### src/rtl/fguard_pkg.sv
package fguard_pkg;
  typedef enum logic [1:0] {
    FG_RESET = 2'd0,
    FG_READ  = 2'd1,
    FG_BUSY  = 2'd2
  } fg_state_e;

  typedef enum logic {
    OP_PROGRAM = 1'b0,
    OP_ERASE   = 1'b1
  } fg_op_e;
endpackage

### src/rtl/fg_reset_ctrl.sv
module fg_reset_ctrl (
  input  logic clk,
  input  logic ext_rst_n,
  input  logic cpu_rst_n,
  input  logic mode_sel,
  output logic rst_int,
  output logic mode_mux_q,
  output logic out_en_q
);
  // either active-low source asserts the merged reset
  assign rst_int = !(ext_rst_n && cpu_rst_n);

  // mode select is transparent only during reset
  always_ff @(posedge clk) begin
    if (rst_int) mode_mux_q <= mode_sel;
  end

  // outputs disabled while reset is seen at an edge
  always_ff @(posedge clk) begin
    out_en_q <= !rst_int;
  end
endmodule

### src/rtl/fg_lock_bank.sv
module fg_lock_bank #(
  parameter int NUM_BLOCKS = 16,
  localparam int BLK_W = (NUM_BLOCKS > 1) ? $clog2(NUM_BLOCKS) : 1
) (
  input  logic                  clk,
  input  logic                  rst_int,
  input  logic                  wr_allow,
  input  logic                  wr_en,
  input  logic [BLK_W-1:0]      wr_blk,
  input  logic                  wr_val,
  output logic [NUM_BLOCKS-1:0] locks
);
  for (genvar i = 0; i < NUM_BLOCKS; i++) begin : g_lock
    logic hit;
    assign hit = wr_allow && wr_en && (wr_blk == BLK_W'(i));
    // relocked by reset, writable only outside reset and busy
    always_ff @(posedge clk) begin
      if (rst_int)  locks[i] <= 1'b1;
      else if (hit) locks[i] <= wr_val;
    end
  end
endmodule

### src/rtl/fg_op_arbiter.sv
module fg_op_arbiter
  import fguard_pkg::*;
#(
  parameter int NUM_BLOCKS = 16,
  localparam int BLK_W = (NUM_BLOCKS > 1) ? $clog2(NUM_BLOCKS) : 1,
  localparam int TOP_BLK = NUM_BLOCKS - 1
) (
  input  logic                  clk,
  input  logic                  rst_int,
  input  logic                  req_valid,
  input  logic [BLK_W-1:0]      req_blk,
  input  logic                  req_kind,
  input  logic                  top_lock_n,
  input  logic                  done,
  input  logic [NUM_BLOCKS-1:0] locks,
  output fg_state_e             state_q,
  output logic                  grant_q,
  output logic                  ignore_q,
  output logic [BLK_W-1:0]      op_blk_q,
  output fg_op_e                op_kind_q,
  output logic                  op_tlk_q
);
  logic lock_bit;
  logic top_hit;
  logic blocked;
  logic accept;

  always_comb begin
    lock_bit = 1'b1;
    for (int b = 0; b < NUM_BLOCKS; b++) begin
      if (req_blk == BLK_W'(b)) lock_bit = locks[b];
    end
  end

  // pin covers only the top block and overrides its lock bit
  assign top_hit = (req_blk == BLK_W'(TOP_BLK));
  assign blocked = lock_bit || (top_hit && !top_lock_n);
  // no new operation while one runs
  assign accept  = req_valid && (state_q != FG_BUSY) && !blocked;

  always_ff @(posedge clk) begin
    if (rst_int) begin
      state_q <= FG_RESET;
    end else if (accept) begin
      state_q <= FG_BUSY;
    end else if (state_q == FG_BUSY) begin
      if (done) state_q <= FG_READ;
    end else begin
      state_q <= FG_READ;
    end
  end

  // one result pulse per request
  always_ff @(posedge clk) begin
    grant_q  <= !rst_int && accept;
    ignore_q <= !rst_int && req_valid && !accept;
  end

  // operation record captured at grant
  always_ff @(posedge clk) begin
    if (rst_int) begin
      op_blk_q  <= '0;
      op_kind_q <= OP_PROGRAM;
      op_tlk_q  <= 1'b0;
    end else if (accept) begin
      op_blk_q  <= req_blk;
      op_kind_q <= fg_op_e'(req_kind);
      op_tlk_q  <= top_lock_n;
    end
  end
endmodule

### src/rtl/flash_guard_ctrl.sv
module flash_guard_ctrl
  import fguard_pkg::*;
#(
  parameter int NUM_BLOCKS = 16,
  localparam int BLK_W = (NUM_BLOCKS > 1) ? $clog2(NUM_BLOCKS) : 1
) (
  input  logic             clk,
  input  logic             ext_rst_n,
  input  logic             cpu_rst_n,
  input  logic             mode_sel,
  input  logic             top_lock_n,
  input  logic             req_valid,
  input  logic [BLK_W-1:0] req_blk,
  input  logic             req_kind,
  input  logic             done,
  input  logic             lk_we,
  input  logic [BLK_W-1:0] lk_blk,
  input  logic             lk_val,
  output logic             mode_mux,
  output logic             read_mode,
  output logic             busy,
  output logic             grant,
  output logic             ignore,
  output logic             out_en
);
  logic                  rst_int;
  logic [NUM_BLOCKS-1:0] locks;
  fg_state_e             state_q;
  logic [BLK_W-1:0]      op_blk_q;
  fg_op_e                op_kind_q;
  logic                  op_tlk_q;

  fg_reset_ctrl u_rst (
    .clk        (clk),
    .ext_rst_n  (ext_rst_n),
    .cpu_rst_n  (cpu_rst_n),
    .mode_sel   (mode_sel),
    .rst_int    (rst_int),
    .mode_mux_q (mode_mux),
    .out_en_q   (out_en)
  );

  fg_lock_bank #(.NUM_BLOCKS(NUM_BLOCKS)) u_locks (
    .clk      (clk),
    .rst_int  (rst_int),
    .wr_allow (state_q != FG_BUSY),
    .wr_en    (lk_we),
    .wr_blk   (lk_blk),
    .wr_val   (lk_val),
    .locks    (locks)
  );

  fg_op_arbiter #(.NUM_BLOCKS(NUM_BLOCKS)) u_arb (
    .clk        (clk),
    .rst_int    (rst_int),
    .req_valid  (req_valid),
    .req_blk    (req_blk),
    .req_kind   (req_kind),
    .top_lock_n (top_lock_n),
    .done       (done),
    .locks      (locks),
    .state_q    (state_q),
    .grant_q    (grant),
    .ignore_q   (ignore),
    .op_blk_q   (op_blk_q),
    .op_kind_q  (op_kind_q),
    .op_tlk_q   (op_tlk_q)
  );

  assign busy      = (state_q == FG_BUSY);
  assign read_mode = (state_q == FG_READ);
endmodule

### config.mk
export PLATFORM = sky130hd
export DESIGN_NAME = flash_guard_ctrl
export DESIGN_NICKNAME = d
export VERILOG_FILES = /design/src/rtl/fguard_pkg.sv /design/src/rtl/fg_reset_ctrl.sv /design/src/rtl/fg_lock_bank.sv /design/src/rtl/fg_op_arbiter.sv /design/src/rtl/flash_guard_ctrl.sv
export SDC_FILE = /design/constraint.sdc
export NUM_CORES = 1
export LEC_CHECK = 0
export ABC_AREA = 1
export ABC_CLOCK_PERIOD_IN_PS = 1600
export BUFFER_PORTS_ARGS = -buffer_cell sky130_fd_sc_hd__buf_2
export CAP_MARGIN = 20
export CORE_ASPECT_RATIO = 0.6
export CORE_MARGIN = 8
export CORE_UTILIZATION = 52
export CTS_CLUSTER_DIAMETER = 80
export DETAILED_ROUTE_END_ITERATION = 12
export PLACE_DENSITY = 0.77
export SETUP_SLACK_MARGIN = 0.05
export SLEW_MARGIN = 30
export SYNTH_ARGS = -nofsm -noshare
export SYNTH_HDL_FRONTEND = slang
export SYNTH_SLANG_ARGS = --single-unit
### constraint.sdc
create_clock -name clk -period 1.6 [get_ports clk]
set_clock_uncertainty 0.1 [all_clocks]
set_input_delay 0.32 -clock clk [delete_from_list [all_inputs] [get_ports clk]]
set_output_delay 0.32 -clock clk [all_outputs]
set_load 0.01 [all_outputs]
Word level (Yosys, flattened, before mapping)
Index checks and enable logic that the tools add are counted.
Widths: inputs -> output; s select.
{"block": "word_totals", "register_bits": 22, "word_cells": 108}
{"block": "op_classes", "n_eq_ne": 35, "mux": 19, "bitwise_logic": 1, "reduce_logical": 31}
{"cell": "$eq 4x4->1 const B", "n": 16}
{"cell": "$eq 4x3->1 const B", "n": 8}
{"cell": "$logic_and 1x1->1", "n": 24}
{"cell": "$eq 4x2->1 const B", "n": 4}
{"cell": "$mux 1", "n": 16}
{"cell": "$eq 4x1->1 const B", "n": 2}
{"cell": "$logic_not 4->1", "n": 2}
{"cell": "$mux 2", "n": 3}
{"cell": "$ne 2x2->1 const B", "n": 2}
{"cell": "$logic_not 1->1", "n": 3}
{"cell": "$ne 3x2->1 const B", "n": 1}
{"cell": "$eq 2x1->1 const B", "n": 1}
{"cell": "$eq 2x2->1 const B", "n": 1}
{"cell": "$reduce_or 2->1", "n": 1}
{"cell": "$logic_or 1x1->1", "n": 1}
{"cell": "$not 1->1", "n": 1}

Longest topological paths before layout
Gate-level depths: netlist of run 1.
{"block": "logic_depth", "word_depth": 22, "ltp_mapped": 14, "mapped_depth_nobuf": 13}

Modules after synthesis
From an unflattened synthesis of run 1, not the netlist that was laid out.
{"block": "unflattened", "cells_unflattened": 203, "hier_area_um2": 1425.1}
{"mod": "fg_lock_bank", "instances": 1, "cells_each": 102, "area_each_um2": 745.7, "seq_area_each_um2": 320.3}
{"mod": "fg_op_arbiter", "instances": 1, "cells_each": 91, "area_each_um2": 596.8, "seq_area_each_um2": 200.2}
{"mod": "fg_reset_ctrl", "instances": 1, "cells_each": 5, "area_each_um2": 63.8, "seq_area_each_um2": 50.0}
{"mod": "flash_guard_ctrl", "instances": 1, "cells_each": 5, "area_each_um2": 18.8, "seq_area_each_um2": 0.0}

Worst setup path before layout of run 1
OpenSTA, ideal clock, no wires.
{"block": "synth_path", "kind": "in2reg", "start": "input port req_blk[0]", "end": "register u_arb.state_q[0]", "arrival_time_ns": 1.183, "t_required_ns": 1.383, "setup_slack_ns": 0.199, "cell_stages": 7, "n_path_buf": 1, "path_cell_list": "buf_6 > inv_6 > or4_4 > nand3_2 > nand2_1 > nand2_1 > nor2_2"}
{"block": "synth_via", "elab_chain_cells": 21, "elab_cells_between_ends": 37}
{"element": "start: declaration", "line": "flash_guard_ctrl.sv:13", "source": "input logic [BLK_W-1:0] req_blk,"}
{"element": "$logic_not 4->1", "line": "fg_op_arbiter.sv:31", "source": "if (req_blk == BLK_W'(b)) lock_bit = locks[b];"}
{"element": "$mux 1 (16 in a row)", "line": "fg_op_arbiter.sv:31"}
{"element": "$logic_or 1x1->1 *", "line": "fg_op_arbiter.sv:37", "source": "assign blocked = lock_bit || (top_hit && !top_lock_n);"}
{"element": "$logic_not 1->1 *", "line": "fg_op_arbiter.sv:39", "source": "assign accept = req_valid && (state_q != FG_BUSY) && !blocked;"}
{"element": "$logic_and 1x1->1 *", "line": "fg_op_arbiter.sv:39"}
{"element": "$reduce_or 2->1 (no line) *"}
{"element": "end signal: assignment", "line": "fg_op_arbiter.sv:43", "source": "state_q <= FG_RESET;"}
{"element": "end signal: assignment", "line": "fg_op_arbiter.sv:45", "source": "state_q <= FG_BUSY;"}
{"element": "end signal: assignment", "line": "fg_op_arbiter.sv:47", "source": "if (done) state_q <= FG_READ;"}
{"element": "end: declaration", "line": "fg_op_arbiter.sv:16", "source": "output fg_state_e state_q,"}
Mark *: on every way between the ends. The rest lies on a longest branch, timed or not.
A chain may end at the register's enable or synchronous reset.

Final worst setup path of run 1
{"block": "layout_path", "start": "register u_arb.state_q[0]", "end": "output port busy"}
{"block": "layout_via", "elab_chain_cells": 1}
{"element": "$eq 2x2->1", "line": "flash_guard_ctrl.sv:70", "source": "assign busy = (state_q == FG_BUSY);"}
{"element": "end: declaration", "line": "flash_guard_ctrl.sv:21", "source": "output logic busy,"}
No other way between the ends.

==> summary.txt, run 1 <==
Clocking
  – CTS tree: built
  – Num CTS Buffers: 3
  – H-tree depth: 1
  – Clock Path Buffers: 2
  – CTS Sinks: 22
  – Hold-fix buffers at CTS: 0
  – Clock transition at the registers of the reported paths: 120 ps
  – Worst skew pair latency: 310 ps
  – CTS root buf: clkbuf_4
  – Post-CTS sizing: 0
  – # Post-CTS Setup Buffers: 0

Timing
  – Period utilization: 88.96%
  – Fin. Hold Viols: 0
  – Max Freq: 702.6 MHz
  – Tmin final: 1423 ps
  – Max Slew Vio Count: 0
  – RSZ-0062 raised after global routing: no
  – Final worst slack: 176.6 ps
  – Rel. slew slack: 63.48%
  – # setup viols final: 0
  – Worst Max-Slew Pin Slew: 545.8 ps
  – Setup TNS: 0 ps

Setup path
  – Worst Path Arrival: 1000 ps
  – CP bufs+invs: 3
  – CP Cell Sequence: inv_2, nand2_1, inv_1, buf_2
  – Crit path required time: 1180 ps
  – Crit path launch type: flop
  – Crit path max-delay family: flip-flops
  – Critical path fanouts, max: 4
  – CP max-delay cell: dfxtp_1
  – Crit path kind: flop to output port
  – R2R Path End: u_arb.state_q[1]
  – Crit end category: output port
  – Worst setup path start: u_arb.state_q[0]
  – Worst path depth: 4
  – Reg2Reg Depth: 11
  – Max incr delay on CP: 340 ps
  – Critical Path Sink: busy
  – R2R setup slack: 190 ps
  – Reg2reg start: u_locks.locks[5]

Logic synthesis
  – Post-Syn Nets: 182
  – Yosys top cell area share: 37.05%
  – Seq/Total Area, Yosys: 39.69%
  – Ys Warns: 0
  – #FFs+latches synth: 22
  – Post-Synthesis Cells: 164
  – Synth top area cells: dfxtp_1 37%, nand3_1 19%, nand2_1 17%
  – Largest area contributor in the netlist: dfxtp_1
  – Unique masters post-synth: 24
  – Synth Area per Inst: 6.920 µm²
  – Post-synth design cell area: 1135 µm²

Floorplanning
  – Die width: 76.31 µm
  – Core region area: 2115 µm²
  – Area of the die: 3982 µm²
  – Die height: 52.19 µm
  – Row cnt: 13
  – Initial Util: 53.67%
  – I/O pin total: 24

GRT
  – Largest net degree at the start of global routing: 17
  – Remaining global-route overflow: 0
  – Vias in the first global route: 1,004
  – Gr usage total: 14.14%
  – First-pass GRT wire length: 4560 µm
  – Initial antenna violation count: 0

Cells and area
  – Fill count: 208
  – Layout Nets: 211
  – Synthesis-to-layout area growth: 17.31%
  – Antenna Cells: 0
  – Multi-input gate area: 589.3 µm²
  – Layout cells sized above 1: 25.00%
  – Commonest non-fill, non-tap cell in the layout: nand2_1
  – Most frequent cells in the layout: 52 x nand2_1, 43 x nand3_1, 22 x buf_2
  – Final core occ: 62.96%
  – Register area: 450.4 µm²

Drt
  – Antenna-violating nets left: 0
  – Avg Vias per Cell: 5.221
  – First-pass DRT Iterations: 5
  – Initial DRC Count: 66
  – Routed wire length: 2717 µm
  – Vias: 1,159
  – WL/cell: 12.24 µm
  – # DRC: 0

Placement
  – Hpwl dp: 2115 µm
  – Routability congestion estimate: 0.8079
  – PortBufs: 22
  – Setup WS pre-CTS: 2.507 ps

Worst hold path
  – Hold Path Class: input pin to flop

Pwr
  – P_leak: 0.0006799 µW
  – P per Cell Area: 742.2 nW/µm²
  – Worst VDD drop: 457.5 µV

Status
  – Status: finished, final reports clean

Run
  – Count of max-cap constraint violations: 0
## state kept, by name, summed over array words and instances (netlist names)
signal,count
u_arb.state_q,2
u_arb.ignore_q,1
u_rst.out_en_q,1
u_locks.locks,16
u_rst.mode_mux_q,1
u_arb.grant_q,1
## synth_stat cells
master,number
buf_6,1
nand2_1,52
a311o_1,1
a21oi_1,2
or4_4,1
or2_2,1
nor3_2,3
nor2_1,5
a41oi_1,1
nor3_4,1
a211o_2,1
inv_6,1
o21ai_1,2
inv_1,13
nor2_2,4
nand3_1,43
edfxtp_1,1
o22ai_1,1
inv_2,3
dfxtp_1,21
nand3_2,1
nand2_2,1
clkinv_1,1
clkbuf_1,3
## final cells by class
class                   instances  share of cell area [%]
multi-input cells             120                   44.27
clock buffers                   4                   1.974
flip-flops and latches         22                   33.83
well taps                      30                   2.820
repair buffers                 28                   11.65
inverters                      18                   5.451
## per-layer routing
layer | share of wire, % | GRT usage [%]
met5 | 0 | 0
met4 | 0.52 | 4.747
met3 | 7.6 | 3.596
met2 | 43 | 21.78
met1 | 49 | 18.97
## worst min-delay path by stage
stage | from | end | slack [ps] | cells past startpoint
floorplan | mode_sel | u_rst.mode_mux_q | 320 | 0
global placement | u_locks.locks[1] | u_locks.locks[1] | 350 | 2
detailed placement | u_locks.locks[2] | u_locks.locks[2] | 350 | 2
CTS | mode_sel | u_rst.mode_mux_q | 70 | 1
global route | mode_sel | u_rst.mode_mux_q | 60 | 1
finish | mode_sel | u_rst.mode_mux_q | 80 | 1
## cells by family (layout without fill, tap and decap cells)
group           after synthesis  after routing  synth area share (%)
compound gates                8              8                 4.852
buf+inv                      22             50                 8.379
flops                        22             22                 39.69
simple gates                112            112                 47.08
## report_power, final
group	internal [µW]	leakage (µW)	switching, µW	total, µW
clock network	97.4	0.0000150	161	258
registers	563	0.000181	4.67	568
logic	58.2	0.000484	104	162
total	719	0.000680	270	988
## metrics by stage
stage | hold WS (ps) | power [µW] | area [µm²] | cells
detailed placement | 350.5 | 741.5 | 1305 | 218
CTS | 71.92 | 990.5 | 1331 | 222
global route | 57.16 | 1048 | 1331 | 222
global placement | 345.8 | 735.4 | 1305 | 218
finish | 75.22 | 988.1 | 1331 | 222
floorplan | 318.9 | 681.3 | 1135 | 164
Power figures use the tool's default switching activity.
==> run 2: changes to the inputs <==
--- a/config.mk
+++ b/config.mk
@@ -5,16 +5,14 @@
 export SDC_FILE = /design/constraint.sdc
 export NUM_CORES = 1
 export LEC_CHECK = 0
-export ABC_AREA = 1
-export ABC_CLOCK_PERIOD_IN_PS = 1600
 export BUFFER_PORTS_ARGS = -buffer_cell sky130_fd_sc_hd__buf_2
 export CAP_MARGIN = 20
-export CORE_ASPECT_RATIO = 0.6
 export CORE_MARGIN = 8
-export CORE_UTILIZATION = 52
+export CORE_UTILIZATION = 51
 export CTS_CLUSTER_DIAMETER = 80
 export DETAILED_ROUTE_END_ITERATION = 12
-export PLACE_DENSITY = 0.77
+export MAX_ROUTING_LAYER = met4
+export PLACE_DENSITY = 0.76
 export SETUP_SLACK_MARGIN = 0.05
 export SLEW_MARGIN = 30
 export SYNTH_ARGS = -nofsm -noshare
==> summary.txt, run 2 <==
Clocking
  – H-tree depth: 1 (unchanged)
  – Clock Path Buffers: 2 (unchanged)
  – Clock transition at the registers of the reported paths: 120 ps (about the same)
  – CTS Sinks: 22 (unchanged)
  – CTS tree: built (unchanged)
  – Hold-fix buffers at CTS: 0 (unchanged)
  – # Post-CTS Setup Buffers: 0 (unchanged)
  – Worst skew pair latency: 310 ps (about the same)
  – CTS root buf: clkbuf_4 (unchanged)
  – Num CTS Buffers: 3 (unchanged)

Logic synthesis
  – Yosys top cell area share: 40.93% (was 37.05%)
  – #FFs+latches synth: 22 (unchanged)
  – Post-synth EDFFs: 1 (unchanged)
  – Top-count cell post-synth: dfxtp_1 (was nand2_1)
  – Synth Area per Inst: 9.600 µm² (was 6.920 µm²)
  – Post-Syn Nets: 125 (was 182)
  – Post-synth design cell area: 1027 µm² (was 1135 µm²)
  – Seq/Total Area, Yosys: 43.85% (was 39.69%)
  – Ys Warns: 0 (unchanged)
  – Post-Synthesis Cells: 107 (was 164)
  – Fraction of registers with async set/reset: 0% (unchanged)
  – Largest area contributor in the netlist: dfxtp_1 (unchanged)
  – Post-synth top cells: 21 x dfxtp_1, 12 x nand2_1, 10 x o21ai_0 (was 52 x nand2_1, 43 x nand3_1, 21 x dfxtp_1)
  – Synth top area cells: dfxtp_1 41%, o311ai_0 7.7%, mux2i_1 6.8% (was dfxtp_1 37%, nand3_1 19%, nand2_1 17%)
  – Dominant synthesized flop cell: dfxtp_1 (unchanged)
  – Unique masters post-synth: 30 (was 24)

Cells and area
  – Register area: 451.7 µm² (was 450.4 µm²)
  – Final std cells w/o fill: 161 (was 222)
  – Final core occ: 64.84% (was 62.96%)
  – Largest registers: u_locks.locks: 16 flops, u_arb.state_q: 2 flops (unchanged)
  – Layout cells sized above 1: 32.84% (was 25.00%)
  – Commonest non-fill, non-tap cell in the layout: buf_2 (was nand2_1)
  – Multi-input gate area: 539.3 µm² (was 589.3 µm²)
  – Final Instance Area: 1246 µm² (was 1331 µm²)
  – Max reg flops: 16 (unchanged)
  – Layout Nets: 153 (was 211)
  – Biggest register: u_locks.locks (unchanged)
  – Fill count: 175 (was 208)
  – Most frequent cells in the layout: 22 x buf_2, 20 x dfxtp_1, 12 x nand2_1 (was 52 x nand2_1, 43 x nand3_1, 22 x buf_2)
  – Antenna Cells: 0 (unchanged)
  – Synthesis-to-layout area growth: 21.32% (was 17.31%)

Setup path
  – Crit path required time: 1710 ps (was 1180 ps)
  – Worst Path Arrival: 1640 ps (was 1000 ps)
  – Crit path kind: flop to flop (was flop to output port)
  – Crit path max-delay family: multiplexers (was flip-flops)
  – CP max-delay cell: mux4_2 (was dfxtp_1)
  – Max incr delay on CP: 480 ps (was 340 ps)
  – Crit path launch type: flop (unchanged)
  – Crit end category: flop (was output port)
  – CP bufs+invs: 0 (was 3)
  – CP Cell Sequence: mux4_2, mux2i_2, o221ai_2, and3_1 (was inv_2, nand2_1, inv_1, buf_2)
  – Critical path fanouts, max: 4 (unchanged)

Pwr
  – Pwr Total: 995.6 µW (was 988.1 µW)
  – P per Cell Area: 798.9 nW/µm² (was 742.2 nW/µm²)
  – P_leak: 0.0005362 µW (was 0.0006799 µW)
  – Worst VDD drop: 488.4 µV (was 457.5 µV)

Drt
  – Metal3 WL: 144 µm (was 206 µm)
  – DR WL met2: 1048 µm (was 1164 µm)
  – Highest layer used for signal routing: met4 (unchanged)
  – Antenna-violating nets left: 0 (unchanged)
  – M1 wire length: 1037 µm (was 1331 µm)
  – Routed wire length: 2299 µm (was 2717 µm)
  – Avg Vias per Cell: 5.634 (was 5.221)
  – # DRC: 0 (unchanged)
  – Vias: 907 (was 1,159)
  – Initial DRC Count: 18 (was 66)
  – WL/cell: 14.28 µm (was 12.24 µm)
  – First-pass DRT Iterations: 4 (was 5)

Floorplanning
  – Core region area: 1922 µm² (was 2115 µm²)
  – I/O pin total: 24 (unchanged)
  – Row cnt: 16 (was 13)
  – Die width: 60.88 µm (was 76.31 µm)
  – Initial Util: 53.45% (was 53.67%)
  – Die height: 60.88 µm (was 52.19 µm)
  – Area of the die: 3706 µm² (was 3982 µm²)

Timing
  – Max Slew Vio Count: 0 (unchanged)
  – Worst Max-Slew Pin Slew: 332.2 ps (was 545.8 ps)
  – Fin. Hold Viols: 0 (unchanged)
  – Tmin final: 1527 ps (was 1423 ps)
  – RSZ-0062 raised after global routing: yes (was no)
  – # setup viols final: 0 (unchanged)
  – Rel. slew slack: 77.83% (was 63.48%)
  – Period utilization: 95.43% (was 88.96%)
  – Final worst slack: 73.08 ps (was 176.6 ps)
  – Max Freq: 654.9 MHz (was 702.6 MHz)

Placement
  – Post-Place Cell Area: 1192 µm² (was 1305 µm²)
  – Routability congestion estimate: 0.9238 (was 0.8079)
  – PortBufs: 22 (unchanged)
  – Hpwl dp: 1768 µm (was 2115 µm)
  – Placed cells: 157 (was 218)
  – Setup WS pre-CTS: -97.99 ps (was 2.507 ps)

GRT
  – Gr usage total: 13.13% (was 14.14%)
  – Vias in the first global route: 790 (was 1,004)
  – First-pass GRT wire length: 3546 µm (was 4560 µm)
  – Remaining global-route overflow: 0 (unchanged)
  – Largest net degree at the start of global routing: 14 (was 17)
  – Initial antenna violation count: 0 (unchanged)

Run
  – Count of max-cap constraint violations: 0 (unchanged)

Status
  – Status: finished, final reports clean (unchanged)

Worst hold path
  – Hold Path Class: input pin to flop (unchanged)
run 2: through the flow:
stage	hold WS [ps]	TNS [ps]
3_3_place_gp	368.9	-215.8
4_1_cts	67.74	0
6_report	79.55	0
2_1_floorplan	318.9	0
3_5_place_dp	370.3	-231.3
5_1_grt	54.46	0
run 2: final cells by class:
| cell class | instances | share of cell area, % |
|---|---|---|
| timing repair buffer | 29 | 13.05 |
| clock buffer | 4 | 2.912 |
| sequential | 22 | 36.24 |
| multi-input combinational | 73 | 43.27 |
| tap | 27 | 2.711 |
| inverter | 6 | 1.807 |
run 2: worst paths after layout:
path	cells past startpoint	end	slack (ps)	startpoint
setup / recovery	4	u_arb.state_q[0]	70	u_locks.locks[5]
setup reg to reg	4	u_arb.state_q[0]	70	u_locks.locks[5]
hold / removal	1	u_rst.mode_mux_q	80	mode_sel
hold reg to reg	2	u_locks.locks[0]	390	u_locks.locks[0]
run 2: power by group:
part           internal, µW  switching (µW)  total, µW
combinational          55.9            71.8        128
clock                   139             163        302
sequential              562            3.78        566
total                   757             239        996
run 2: what timing repair did:
action,in CTS,in global routing
resized for setup,1,5
endpoints found under the setup margin,1,10
pin swaps,1,3
run 2: cells by family (layout without fill, tap and decap cells):
group	count (synthesis)	after routing	synth area share [%]
AO/OA/AOI/OAI	27	27	19.98
buffers and inverters	12	39	5.236
flip-flops	22	22	43.85
multiplexers	9	9	11.21
AND/OR/NAND/NOR	37	37	19.73
run 2: routing by layer:
layer / GRT usage, % / vias to the layer above
met5: - / -
met4: 7.973 / 0
met3: 2.966 / 8
met2: 19.61 / 22
met1: 15.65 / 422
li1: - / 455
